===== config.mk =====
export PLATFORM = sky130hd
export DESIGN_NAME = tsn_alloc
export DESIGN_NICKNAME = d
export VERILOG_FILES = /design/src/rtl/tsn_pkg.sv /design/src/rtl/tsn_first.sv /design/src/rtl/tsn_match.sv /design/src/rtl/tsn_alloc.sv
export SDC_FILE = /design/constraint.sdc
export NUM_CORES = 1
export LEC_CHECK = 0
export CORE_MARGIN = 4
export CORE_UTILIZATION = 40
export CTS_BUF_LIST = sky130_fd_sc_hd__clkbuf_8
export DETAILED_ROUTE_END_ITERATION = 8
export GPL_ROUTABILITY_DRIVEN = 1
export PLACE_DENSITY = 0.58
export RECOVER_POWER = 25
export SYNTH_ARGS = -nofsm -noshare
export SYNTH_HDL_FRONTEND = slang
export SYNTH_SLANG_ARGS = --single-unit

===== constraint.sdc =====
create_clock -name clk -period 3.62 [get_ports clk]
set_input_delay 0.543 -clock clk [delete_from_list [all_inputs] [get_ports clk]]
set_output_delay 0.543 -clock clk [all_outputs]
set_load 0.03 [all_outputs]

===== src/rtl/tsn_pkg.sv =====
package tsn_pkg;
  localparam int CODE_W = 8;
  localparam int FULL_N = 46;
  localparam int DROP_N = 14;

  // Seed code for full-table index idx: four groups of code pairs.
  function automatic logic [CODE_W-1:0] seed_code(input int idx);
    int grp;
    int lsb;
    logic [CODE_W-1:0] base;
    lsb = idx % 2;
    if (idx < 14) begin
      grp  = idx / 2;
      base = CODE_W'(4 + 8 * grp);
    end else if (idx < 28) begin
      grp  = (idx - 14) / 2;
      base = CODE_W'(136 + 16 * grp);
    end else if (idx < 44) begin
      grp  = (idx - 28) / 2;
      base = CODE_W'(8 + 16 * grp);
    end else begin
      base = CODE_W'(128);
    end
    return base | CODE_W'(lsb);
  endfunction
endpackage


===== src/rtl/tsn_first.sv =====
module tsn_first #(
  parameter int N = 8,
  localparam int IW = (N > 1) ? $clog2(N) : 1
) (
  input  logic [N-1:0]  req,
  output logic [N-1:0]  grant,
  output logic [IW-1:0] idx,
  output logic          any
);
  always_comb begin
    grant = '0;
    idx   = '0;
    any   = 1'b0;
    for (int i = 0; i < N; i++) begin
      if (req[i] && !any) begin
        grant[i] = 1'b1;
        idx      = IW'(i);
        any      = 1'b1;
      end
    end
  end
endmodule


===== src/rtl/tsn_match.sv =====
module tsn_match #(
  parameter int N = 8,
  parameter int W = 8
) (
  input  logic [N*W-1:0] codes,
  input  logic [W-1:0]   key,
  output logic [N-1:0]   eq
);
  for (genvar g = 0; g < N; g++) begin : g_cmp
    assign eq[g] = (codes[g*W +: W] == key);
  end
endmodule


===== src/rtl/tsn_alloc.sv =====
module tsn_alloc #(
  parameter bit SHORT_POOL = 1'b0
) (
  input  logic       clk,
  input  logic       rst_n,
  input  logic       alloc_req,
  input  logic       free_req,
  input  logic [7:0] free_code,
  output logic       rsp_valid,
  output logic [7:0] rsp_code,
  output logic       rsp_busy
);
  import tsn_pkg::*;

  localparam int SKIP   = SHORT_POOL ? DROP_N : 0;
  localparam int POOL_N = FULL_N - SKIP;
  localparam int IDX_W  = $clog2(POOL_N);

  logic [POOL_N*CODE_W-1:0] codes;
  logic [POOL_N-1:0] free_q, free_n, eq, rel_oh, avail, pick_oh;
  logic [IDX_W-1:0]  rel_idx, pick_idx;
  logic              rel_any, pick_any;

  for (genvar g = 0; g < POOL_N; g++) begin : g_seed
    assign codes[g*CODE_W +: CODE_W] = seed_code(g + SKIP);
  end

  tsn_match #(.N(POOL_N), .W(CODE_W)) u_match (
    .codes(codes), .key(free_code), .eq(eq)
  );

  // Release chooses the first entry holding the value.
  tsn_first #(.N(POOL_N)) u_relpick (
    .req(eq & {POOL_N{free_req}}), .grant(rel_oh), .idx(rel_idx), .any(rel_any)
  );

  // Release lands before the allocation scan.
  assign avail = free_q | rel_oh;

  tsn_first #(.N(POOL_N)) u_allocpick (
    .req(avail), .grant(pick_oh), .idx(pick_idx), .any(pick_any)
  );

  always_comb begin
    free_n = avail;
    if (alloc_req && pick_any) free_n = avail & ~pick_oh;
  end

  always_ff @(posedge clk) begin
    if (!rst_n) begin
      free_q    <= '1;
      rsp_valid <= 1'b0;
      rsp_busy  <= 1'b0;
      rsp_code  <= '0;
    end else begin
      free_q    <= free_n;
      rsp_valid <= alloc_req;
      rsp_busy  <= alloc_req && !pick_any;
      rsp_code  <= (alloc_req && pick_any) ? codes[int'(pick_idx)*CODE_W +: CODE_W] : '0;
    end
  end


  rsp_pulse_chk: assert property (@(posedge clk) disable iff (!rst_n)
    alloc_req |=> rsp_valid);

  rsp_quiet_chk: assert property (@(posedge clk) disable iff (!rst_n)
    !alloc_req |=> !rsp_valid && !rsp_busy);

  take_one_chk: assert property (@(posedge clk) disable iff (!rst_n)
    alloc_req && !free_req && (free_q != '0) |=>
      !rsp_busy && ($countones(free_q) == $countones($past(free_q)) - 1));

  busy_hold_chk: assert property (@(posedge clk) disable iff (!rst_n)
    alloc_req && !free_req && (free_q == '0) |=>
      rsp_busy && (rsp_code == '0) && (free_q == '0));

  ignore_chk: assert property (@(posedge clk) disable iff (!rst_n)
    free_req && !alloc_req && (eq == '0) |=> free_q == $past(free_q));

  rel_sets_chk: assert property (@(posedge clk) disable iff (!rst_n)
    free_req && !alloc_req && rel_any |=> free_q[$past(rel_idx)]);
endmodule


==> flow_summary.yaml <==
synthesis:
  syn_inst: 427
  mappedNetlistArea_um2: 3580
  post_synth.cell_area_avg_um2: 8.39
  ys_seq_area_share_pct: 30.7
  synthesis.nets: 444
  synth_flop_type: "sky130_fd_sc_hd__dfxtp_1"
  synthTopCellsByArea: "sky130_fd_sc_hd__dfxtp_1, sky130_fd_sc_hd__a21oi_1, sky130_fd_sc_hd__a22oi_1"
  synth.top_cell.area_share_pct: 30.7
  synth.lib_cells_used.distinct: 82
  synth_edf_count: 0
  async_reset_ff_share_pct: 0
  yosys_register_bits: 55
  synthDominantAreaCellType: "sky130_fd_sc_hd__dfxtp_1"
  yosysWarnings: 0
timing:
  setup_viol: 0
  tightest_slew_ns: 0.787
  fin_setup_tns_ns: 0
  timing.clock.skew_ns: 0.0133
  slew_viol_final: 0
  setup_repair_after_global_routing_missed_its_margin: "false"
  slew_headroom_pct: 47.1
  total_count_of_hold_check_failures_in_the_final_report: 0
  min_period_over_period_pct: 96.9
  maximum_frequency_from_static_timing_analysis_mhz: 285
  finalCriticalPeriod_ns: 3.51
clock_network:
  buffer_count_from_post_cts_setup_fixing: 0
  clk_latency_ns: 0.32
  cts_tree: "yes"
  cts_inserted_buffers: 5
  postCtsHoldBufs: 0
  cts_resized: 0
  clkSinkCount: 55
  cts.reportedPaths.clkPinSlew_ns: 0.11
  clock_tree.root_cell: "sky130_fd_sc_hd__clkbuf_8"
  buffer_levels_on_the_longest_clock_path: 2
  ctsHtreeMaxLevel: 2
global_routing:
  number_of_antenna_violations_at_the_first_check_in_global_routing: 0
  gr-total-overflow: 0
  wire_length_of_the_first_global_routing_pass_um: 19800
  first_global_vias: 3863
  groute.usage.overall_pct: 24.0
  maximum_number_of_pins_on_one_net_before_global_route_repair: 41
power:
  flop_pwr_share_pct: 47.9
  clkPwrFrac_pct: 38.5
  combinationalPowerShare_pct: 13.6
  power.density_cell_area_nw_per_um2: 262
  power.switching_fraction_pct: 25.0
  netSwitchingPower_uw: 320
  cellInternalPower_uw: 959
  max_vdd_drop_uv: 176
  report.power.total_mw: 1.28
  total_leakage_power_nw: 1.88
job:
  max-cap-violations: 0
route:
  drt-initial-drc-count: 345
  ant_nets: 0
  wire_per_inst_um: 19.0
  detail_route.wirelength_um: 12500
  route.detailed.drc: 0
  via_count: 4015
  vias_per_cell: 6.09
  drt_pass1_iterations: 5
critical_path:
  critical_path.startpoint_type: "input pin"
  arrival_ns: 3.73
  endpoint_kind_of_the_worst_setup_timing_path: "register"
  crit_path_category: "in2reg"
  worst_ep_required_time_ns: 3.84
  worstPathMaxFanout: 13
place:
  buffer_ports.inserted: 20
  place_congestion: 0.930
  post-dp-hpwl_um: 9690
floorplan:
  height_of_the_die_um: 103
  design.die.area_um2: 10500
  ios: 22
  initial_utilization_pct: 41.1
  die_width_um: 103
  core-area_um2: 8720
  num_rows: 34
cells_and_area:
  area.growth.synth_to_final_pct: 36.2
  nFillCells: 799
  drive_gt1_share_pct: 29.6
  seq_area_um2: 1100
  num-nets-final: 567
  insertedDiodeCount: 0
  multi_input_comb_area_um2: 2330
min_path:
  hold_path_class: "reg2reg"
status:
  outcome: "finished clean"
[critical path, cell delays in order]
cell and delay, ns:
sky130_fd_sc_hd__clkdlybuf4s50_1 0.62, sky130_fd_sc_hd__buf_4 0.25, sky130_fd_sc_hd__xor2_1 0.34, sky130_fd_sc_hd__a41oi_1 0.23
sky130_fd_sc_hd__buf_4 0.19, sky130_fd_sc_hd__buf_4 0.12, sky130_fd_sc_hd__a21oi_1 0.14, sky130_fd_sc_hd__nor2_1 0.08
sky130_fd_sc_hd__or3_1 0.38, sky130_fd_sc_hd__ha_1 0.31, sky130_fd_sc_hd__a31o_2 0.20, sky130_fd_sc_hd__a22o_1 0.17
sky130_fd_sc_hd__nand2_1 0.06, sky130_fd_sc_hd__nand4_1 0.08
[stage by stage]
step | area, um2 | utilization [%] | hold slack [ns] | worst slack (ns) | instances
3_3_place_gp | 4720 | 54.1 | 0.489 | -0.191 | 651
5_1_grt | 4880 | 56.0 | 0.596 | 0.0117 | 659
4_1_cts | 4850 | 55.7 | 0.536 | 0.0979 | 659
3_5_place_dp | 4720 | 54.1 | 0.507 | -0.226 | 651
6_report | 4880 | 56.0 | 0.541 | 0.111 | 659
2_1_floorplan | 3580 | - | 0.475 | 0.289 | 427
[kinds of logic (layout without fill, tap and decap cells)]
group / after synthesis / in the layout / synth area share (%)
AOI/OAI and AO/OA: 177 / 177 / 35.0
xor gates and xnor gates: 1 / 1 / 0.244
adders and majority gates: 5 / 5 / 1.75
buffers and inverters: 39 / 163 / 5.06
DFF: 55 / 55 / 30.7
muxes: 1 / 1 / 0.314
other: 1 / 1 / 0.105
and+or+nand+nor: 148 / 148 / 26.9
[power by group through the flow]
stage	clock network [mW]	logic [mW]	registers, mW
2_1_floorplan	0	0.0788	0.630
3_3_place_gp	0	0.167	0.626
3_5_place_dp	0	0.168	0.627
4_1_cts	0.496	0.169	0.613
5_1_grt	0.518	0.183	0.613
6_report	0.492	0.173	0.613
[layer usage]
| layer | wire length [um] | vias to the layer above | GRT usage (%) |
|---|---|---|---|
| li1 | - | 1919 | - |
| met1 | 5530 | 1923 | 32.3 |
| met2 | 5930 | 148 | 39.8 |
| met3 | 814 | 25 | 3.99 |
| met4 | 215 | 0 | 6.36 |
| met5 | 0 | - | 0 |
[synthesized netlist by cell type (all sizes together), types with 3 or more instances]
cell type and instances:
nand4 7, nor4b 5, nand3 14, o311ai 3
a2111oi 3, a2bb2oi 4, a32oi 3, nand2b 7
a21oi 55, dfxtp 55, and2 13, nor2 23
nand3b 3, nor3b 5, nor4 9, a41oi 4
o31ai 4, a31oi 22, ha 5, nor3 6
buf 16, and3 10, a21boi 5, a22oi 20
a21o 3, o21ai 16, and4bb 3, a211oi 8
clkbuf 12, nand2 15, or3 4, or2 4
nor2b 8, o311a 3, inv 10, a311oi 3
[final timing paths]
| check | from | to | slack [ns] | cells past startpoint |
|---|---|---|---|---|
| hold / removal | free_q[41]$_SDFF_PN1_ | free_q[41]$_SDFF_PN1_ | 0.54 | 2 |
| setup / recovery | free_code[5] | rsp_code[4]$_SDFF_PN0_ | 0.11 | 14 |
| setup reg to reg | free_q[0]$_SDFF_PN1_ | rsp_code[4]$_SDFF_PN0_ | 0.49 | 11 |
| hold reg to reg | free_q[41]$_SDFF_PN1_ | free_q[41]$_SDFF_PN1_ | 0.54 | 2 |
[state kept, by name (all words and copies together) (netlist names)]
register   cells
free_q        46
rsp_code       7
rsp_busy       1
rsp_valid      1
[cells in the final DEF (no fill, tap or decap), types with 6 or more instances in the layout]
cell	synthesis	layout
sky130_fd_sc_hd__a211oi_1	8	7
sky130_fd_sc_hd__a21oi_1	55	55
sky130_fd_sc_hd__a22oi_1	19	19
sky130_fd_sc_hd__a31oi_1	22	22
sky130_fd_sc_hd__and2_1	13	13
sky130_fd_sc_hd__and3_1	9	9
sky130_fd_sc_hd__buf_4	4	121
sky130_fd_sc_hd__clkdlybuf4s50_1	0	10
sky130_fd_sc_hd__dfxtp_1	55	55
sky130_fd_sc_hd__dlygate4sd3_1	0	10
sky130_fd_sc_hd__inv_1	10	11
sky130_fd_sc_hd__nand2_1	15	15
sky130_fd_sc_hd__nand2b_1	7	7
sky130_fd_sc_hd__nand3_1	12	12
sky130_fd_sc_hd__nand4_1	6	6
sky130_fd_sc_hd__nor2_1	23	23
sky130_fd_sc_hd__nor2b_1	8	8
sky130_fd_sc_hd__nor4_1	6	6
sky130_fd_sc_hd__o21ai_0	12	12
[cell type report]
| cell class | count | area share, % |
|---|---|---|
| clock buffer | 5 | 1.41 |
| clock inverter | 3 | 1.31 |
| inverter | 11 | 0.846 |
| multi-input combinational | 333 | 47.8 |
| sequential | 55 | 22.6 |
| tap | 108 | 2.77 |
| timing repair buffer | 144 | 23.3 |
(Power assumes the default switching activity.)
